File: src/rtl/sba_pkg.sv
package sba_pkg;
  typedef enum logic [1:0] {ST_IDLE = 2'd0, ST_REQ = 2'd1, ST_WAIT = 2'd2} bus_state_e;

  localparam logic [1:0] SEL_CTRL = 2'd0;
  localparam logic [1:0] SEL_ADDR = 2'd1;
  localparam logic [1:0] SEL_DATA = 2'd2;

  localparam int BIT_BERR = 22;
  localparam int BIT_BUSY = 21;
  localparam int BIT_RDA  = 20;
  localparam int SIZE_LO  = 17;
  localparam int BIT_INC  = 16;
  localparam int BIT_RDD  = 15;
  localparam int ERR_LO   = 12;

  localparam logic [2:0] ERR_NONE = 3'd0;
  localparam logic [2:0] ERR_BUS  = 3'd2;
  localparam logic [2:0] ERR_SIZE = 3'd4;

  function automatic logic [3:0] size_bytes(input logic [2:0] code);
    case (code)
      3'd0: return 4'd1;
      3'd1: return 4'd2;
      3'd2: return 4'd4;
      3'd3: return 4'd8;
      default: return 4'd0;
    endcase
  endfunction
endpackage

File: src/rtl/sba_size_decode.sv
module sba_size_decode #(
  parameter int XLEN        = 32,
  parameter bit ALLOW_DWORD = 1'b1
) (
  input  logic [2:0]      size_code,
  output logic            legal,
  output logic [XLEN-1:0] incr
);
  import sba_pkg::*;

  generate
    if (ALLOW_DWORD) begin : g_dword
      assign legal = (size_code <= 3'd3);
    end else begin : g_word
      assign legal = (size_code <= 3'd2);
    end
  endgenerate

  assign incr = {{(XLEN-4){1'b0}}, size_bytes(size_code)};
endmodule

File: src/rtl/sba_bus_fsm.sv
module sba_bus_fsm #(
  parameter int XLEN = 32
) (
  input  logic            clk,
  input  logic            rst_n,
  input  logic            start,
  input  logic            start_write,
  input  logic            bus_req_ready,
  input  logic            bus_rsp_valid,
  input  logic            bus_rsp_error,
  input  logic [XLEN-1:0] bus_rsp_rdata,
  output logic            bus_req_valid,
  output logic            bus_req_write,
  output logic            busy,
  output logic            done_ok,
  output logic            done_err,
  output logic            done_read,
  output logic [XLEN-1:0] rd_data
);
  import sba_pkg::*;

  bus_state_e state_q;
  logic       write_q;

  always_ff @(posedge clk or negedge rst_n) begin
    if (!rst_n) begin
      state_q <= ST_IDLE;
      write_q <= 1'b0;
    end else begin
      case (state_q)
        ST_IDLE: if (start) begin
          state_q <= ST_REQ;
          write_q <= start_write;
        end
        ST_REQ:  if (bus_req_ready) state_q <= ST_WAIT;
        ST_WAIT: if (bus_rsp_valid) state_q <= ST_IDLE;
        default: state_q <= ST_IDLE;
      endcase
    end
  end

  logic rsp_take;
  assign rsp_take      = (state_q == ST_WAIT) && bus_rsp_valid;
  assign bus_req_valid = (state_q == ST_REQ);
  assign bus_req_write = write_q;
  assign busy          = (state_q != ST_IDLE);
  assign done_ok       = rsp_take && !bus_rsp_error;
  assign done_err      = rsp_take && bus_rsp_error;
  assign done_read     = !write_q;
  assign rd_data       = bus_rsp_rdata;
endmodule

File: src/rtl/sbus_access_engine.sv
module sbus_access_engine #(
  parameter int XLEN        = 32,
  parameter bit ALLOW_DWORD = 1'b1
) (
  input  logic            clk,
  input  logic            rst_n,
  input  logic            reg_valid,
  input  logic            reg_write,
  input  logic [1:0]      reg_sel,
  input  logic [XLEN-1:0] reg_wdata,
  output logic [XLEN-1:0] reg_rdata,
  output logic            bus_req_valid,
  input  logic            bus_req_ready,
  output logic            bus_req_write,
  output logic [XLEN-1:0] bus_req_addr,
  output logic [2:0]      bus_req_size,
  output logic [XLEN-1:0] bus_req_wdata,
  input  logic            bus_rsp_valid,
  input  logic            bus_rsp_error,
  input  logic [XLEN-1:0] bus_rsp_rdata
);
  import sba_pkg::*;

  logic [XLEN-1:0] addr_q, data_q;
  logic [2:0]      err_q, size_q;
  logic            berr_q, rda_q, inc_q, rdd_q;

  logic            busy, done_ok, done_err, done_read;
  logic [XLEN-1:0] rd_data, incr;
  logic            size_legal;

  // access decode: named events shared with the checker
  logic acc_ok, wr_ctrl, addr_load, data_load, data_read;
  logic want_read, want_write, want, size_reject, start, inc_event, busy_hit;

  assign acc_ok      = reg_valid && !busy;
  assign busy_hit    = reg_valid && busy;
  assign wr_ctrl     = acc_ok && reg_write  && (reg_sel == SEL_CTRL);
  assign addr_load   = acc_ok && reg_write  && (reg_sel == SEL_ADDR);
  assign data_load   = acc_ok && reg_write  && (reg_sel == SEL_DATA);
  assign data_read   = acc_ok && !reg_write && (reg_sel == SEL_DATA);
  assign want_read   = (addr_load && rda_q) || (data_read && rdd_q);
  assign want_write  = data_load;
  assign want        = (want_read || want_write) && (err_q == ERR_NONE);
  assign size_reject = want && !size_legal;
  assign start       = want && size_legal;
  assign inc_event   = done_ok && inc_q;

  sba_size_decode #(.XLEN(XLEN), .ALLOW_DWORD(ALLOW_DWORD)) u_size (
    .size_code (size_q),
    .legal     (size_legal),
    .incr      (incr)
  );

  sba_bus_fsm #(.XLEN(XLEN)) u_fsm (
    .clk           (clk),
    .rst_n         (rst_n),
    .start         (start),
    .start_write   (want_write),
    .bus_req_ready (bus_req_ready),
    .bus_rsp_valid (bus_rsp_valid),
    .bus_rsp_error (bus_rsp_error),
    .bus_rsp_rdata (bus_rsp_rdata),
    .bus_req_valid (bus_req_valid),
    .bus_req_write (bus_req_write),
    .busy          (busy),
    .done_ok       (done_ok),
    .done_err      (done_err),
    .done_read     (done_read),
    .rd_data       (rd_data)
  );

  always_ff @(posedge clk or negedge rst_n) begin
    if (!rst_n) begin
      addr_q <= '0;
      data_q <= '0;
      err_q  <= ERR_NONE;
      size_q <= 3'd0;
      berr_q <= 1'b0;
      rda_q  <= 1'b0;
      inc_q  <= 1'b0;
      rdd_q  <= 1'b0;
    end else begin
      if (addr_load)      addr_q <= reg_wdata;
      else if (inc_event) addr_q <= addr_q + incr;

      if (data_load)                   data_q <= reg_wdata;
      else if (done_ok && done_read)   data_q <= rd_data;

      if (done_err)         err_q <= ERR_BUS;
      else if (size_reject) err_q <= ERR_SIZE;
      else if (wr_ctrl)     err_q <= err_q & ~reg_wdata[ERR_LO +: 3];

      if (busy_hit)                          berr_q <= 1'b1;
      else if (wr_ctrl && reg_wdata[BIT_BERR]) berr_q <= 1'b0;

      if (wr_ctrl) begin
        rda_q  <= reg_wdata[BIT_RDA];
        size_q <= reg_wdata[SIZE_LO +: 3];
        inc_q  <= reg_wdata[BIT_INC];
        rdd_q  <= reg_wdata[BIT_RDD];
      end
    end
  end

  logic [XLEN-1:0] ctrl_word;
  always_comb begin
    ctrl_word                = '0;
    ctrl_word[BIT_BERR]      = berr_q;
    ctrl_word[BIT_BUSY]      = busy;
    ctrl_word[BIT_RDA]       = rda_q;
    ctrl_word[SIZE_LO +: 3]  = size_q;
    ctrl_word[BIT_INC]       = inc_q;
    ctrl_word[BIT_RDD]       = rdd_q;
    ctrl_word[ERR_LO +: 3]   = err_q;
  end

  always_comb begin
    case (reg_sel)
      SEL_CTRL: reg_rdata = ctrl_word;
      SEL_ADDR: reg_rdata = addr_q;
      SEL_DATA: reg_rdata = data_q;
      default:  reg_rdata = '0;
    endcase
  end

  assign bus_req_addr  = addr_q;
  assign bus_req_size  = size_q;
  assign bus_req_wdata = data_q;
endmodule

File: config.mk
export PLATFORM = sky130hd
export DESIGN_NAME = sbus_access_engine
export DESIGN_NICKNAME = d
export VERILOG_FILES = /design/src/rtl/sba_pkg.sv /design/src/rtl/sba_size_decode.sv /design/src/rtl/sba_bus_fsm.sv /design/src/rtl/sbus_access_engine.sv
export SDC_FILE = /design/constraint.sdc
export NUM_CORES = 1
export LEC_CHECK = 0
export ABC_CLOCK_PERIOD_IN_PS = 2900
export BUFFER_PORTS_ARGS = -buffer_cell sky130_fd_sc_hd__buf_2
export CELL_PAD_IN_SITES_DETAIL_PLACEMENT = 0
export CELL_PAD_IN_SITES_GLOBAL_PLACEMENT = 2
export CORE_MARGIN = 10
export CORE_UTILIZATION = 25
export CTS_CLUSTER_DIAMETER = 100
export CTS_CLUSTER_SIZE = 24
export DETAILED_ROUTE_END_ITERATION = 10
export PLACE_DENSITY_LB_ADDON = 0.15
export SLEW_MARGIN = 10
export SYNTH_ARGS = -nofsm -noshare
export SYNTH_HDL_FRONTEND = slang
export SYNTH_SLANG_ARGS = --single-unit
File: constraint.sdc
create_clock -name clk -period 2.9 [get_ports clk]
set_input_delay 0.725 -clock clk [delete_from_list [all_inputs] [get_ports clk]]
set_output_delay 0.725 -clock clk [all_outputs]
set_load 0.02 [all_outputs]
==> flow_metrics.py <==
metrics = {
    "synthesis": {
        "synth_fp_nets": 571,
        "ys.warnings.count": 0,
        "synth_top_cell_area_share_pct": 42.55,
        "ys_seq_elements": 77,
        "syn_area_um2": 4528,
        "yosysMostFrequentCell": "nand2_1",
        "synthFlopType": "dfrtp_1",
        "synth.avg_cell_area_um2": 9.185,
        "synth_area_leaders": "dfrtp_1 (43%), mux2i_1 (9.9%), nand2_1 (7.6%), o21ai_0 (7.0%), a22o_1 (4.1%)",
        "syn_inst": 493,
        "yosys.area.top_type": "dfrtp_1",
        "ys_seq_area_share_pct": 42.55,
        "ys_types": 57,
        "async_flop_share_pct": 100.0,
        "yosys-top-cells-count": "nand2_1 (92), dfrtp_1 (77), o21ai_0 (63)",
        "synth_edf_count": 0,
    },
    "worst_setup_path": {
        "crit_path_max_incr_delay_ps": 420,
        "worst_ep_arrival_time_ps": 2860,
        "critPathMaxFanout": 9,
        "crit_path_start_kind": "flop",
        "path_delay_family": "compound AO/OA/AOI/OAI gates",
        "path_class": "reg2reg",
        "cp_cell_sequence": "nor3_1 -> ha_1 -> inv_1 -> fa_1 -> nor2b_1 -> o31a_2 -> nand2_1 -> o311a_1 -> a211o_1",
        "crit_required_ps": 3130,
        "critPathBufInv": 1,
        "slowest_stage": "dfrtp_1",
        "end_kind": "flop",
    },
    "grt": {
        "overflow": 0,
        "antenna_found_initial": 0,
        "grtUsageTotal_pct": 15.06,
        "grt_pass1_wl_um": 28500,
        "grt_start_max_net_pins": 44,
        "grt_pass1_vias": 4734,
    },
    "sta": {
        "worst_pin_slew_ps": 907.3,
        "rsz0062_at_grt": "no",
        "hold_violations": 0,
        "setup_viol": 0,
        "maxSlewViolCount": 0,
        "period_share_pct": 90.56,
        "skew_ps": 9.299,
        "period_minus_slack_ps": 2626,
        "fin_setup_tns_ps": 0,
        "timing.fmax_mhz": 380.8,
        "max_slew_margin_pct": 39.29,
    },
    "final_layout": {
        "finalNetCount": 739,
        "drive_above_1_share_pct": 34.08,
        "area_growth_pct": 33.99,
        "finalInstanceArea_um2": 6067,
        "diodes": 0,
    },
    "detailed_routing": {
        "via_per_inst": 4.988,
        "drtIter0Drc": 257,
        "drt_pass1_iterations": 4,
        "routed_wirelength_um": 18370,
        "ant_nets": 0,
        "vias": 4464,
        "drc": 0,
        "wire_per_inst_um": 20.53,
    },
    "clock_tree": {
        "clk_path_buf_depth": 2,
        "cts_setup_buffers": 0,
        "h-tree-depth": 3,
        "cts.sinks": 77,
        "numCtsBuffers": 9,
        "cts_root_buf": "clkbuf_16",
        "path_clk_slew_ps": 70,
        "clk_latency_ps": 350,
        "hold_buffers": 0,
        "tritoncts": "yes",
    },
    "placement": {
        "dp_hpwl_um": 13930,
        "globalplace.congestion": 0.7763,
        "portBuffers": 173,
        "post_dp_cell_area_um2": 5738,
    },
    "outcome": {
        "status": "finished, final reports clean",
    },
    "die": {
        "die_y_um": 154.6,
        "io_pins": 174,
        "rows": 49,
        "core-area_um2": 17900,
        "start_util_pct": 25.29,
        "die_area_um2": 23900,
        "die_w_um": 154.6,
    },
    "hold_path": {
        "hold_class": "in2async",
    },
    "pwr": {
        "ir_drop_mv": 0.3316,
        "cellLeakagePower_nw": 2.738,
        "power_density_nw_per_um2": 943.0,
    },
    "flow_run": {
        "maxCapViolCount": 0,
    },
}
[power breakdown]
group	internal, mW	switching [mW]
clock	0.803	0.484
sequential	1.52	0.557
combinational	0.894	1.46
[cells by family (layout without fill, tap and decap cells)]
group / Yosys count / count (layout) / share of synthesized area, %
fa+ha+maj: 5 / 5 / 1.547
mux: 49 / 49 / 10.94
xor+xnor: 7 / 7 / 1.354
simple gates: 172 / 172 / 18.65
buf+inv: 45 / 218 / 4.117
flops: 77 / 77 / 42.55
compound gates: 138 / 138 / 20.83
[flip-flops by register name, summed over array words and instances, names as in the netlist]
register             cells
berr_q                   1
bus_req_addr            32
bus_req_size             3
bus_req_wdata           32
err_q                    3
inc_q                    1
rda_q                    1
rdd_q                    1
u_fsm.bus_req_write      1
u_fsm.state_q            2
[metrics by stage]
step           instances  hold WS (ps)  util (%)  power [mW]  setup WS [ps]
3_5_place_dp         879         491.2     32.05       4.510          143.0
4_1_cts              895         353.6     33.88       5.823          74.95
5_1_grt              895         382.3     33.89       6.107          103.2
3_3_place_gp         879         488.6     32.05       4.467          259.2
2_1_floorplan        493         429.4         -       3.422          151.3
6_report             895         341.2     33.89       5.721          273.7
[what timing repair did]
| item | CTS | global route |
|---|---|---|
| hold endpoints to repair | 0 | 0 |
| gates resized for setup | 0 | 1 |
| setup endpoints to repair | 0 | 4 |
[placed cells by master (no fill, tap or decap), types with 3 or more instances in the layout]
| cell | instances |
|---|---|
| a21o_1 | 3 |
| a21oi_1 | 4 |
| a221o_1 | 3 |
| a22o_1 | 21 |
| a41oi_1 | 4 |
| and3_1 | 6 |
| buf_12 | 3 |
| buf_2 | 172 |
| buf_4 | 16 |
| clkbuf_16 | 9 |
| dfrtp_1 | 77 |
| ha_1 | 4 |
| inv_1 | 11 |
| mux2_2 | 4 |
| mux2i_1 | 45 |
| nand2_1 | 92 |
| nand3_1 | 13 |
| nand4_1 | 12 |
| nor2_1 | 11 |
| nor2b_1 | 4 |
| nor3_1 | 4 |
| o211ai_1 | 7 |
| o21ai_0 | 63 |
| o311ai_0 | 3 |
| o311ai_1 | 12 |
| or2_2 | 3 |
| or4_1 | 3 |
| xor2_1 | 5 |
[path summary, 6_finish.rpt]
| kind | from | to | slack, ps | cells after the start |
|---|---|---|---|---|
| setup / recovery | bus_req_size[1] | bus_req_addr[16] | 270 | 9 |
| hold / removal | rst_n | bus_req_wdata[8] | 340 | 1 |
| setup reg to reg | bus_req_size[1] | bus_req_addr[16] | 270 | 9 |
| hold reg to reg | berr_q | berr_q | 510 | 1 |
| max in group asynchronous | rst_n | bus_req_addr[26] | 1900 | 2 |
| min in group clk | berr_q | berr_q | 510 | 1 |
[area by class of cell]
type | count | area (µm²)
Clock buffer | 13 | 260.3
Sequential cell | 77 | 1927
Clock inverter | 3 | 67.56
Fill cell | 1932 | 11840
Inverter | 11 | 41.29
Multi-Input combinational cell | 371 | 2444
Timing Repair Buffer | 191 | 1041
Tap cell | 229 | 286.5
[metal layers]
metal	vias to the layer above	GRT usage [%]	routed length, µm
li1	2148	-	-
met1	2169	19.49	8492
met2	133	23.55	8402
met3	14	4.437	1278
met4	0	4.723	199
met5	-	0	0
Note: power is estimated with default switching activity, not from simulation.
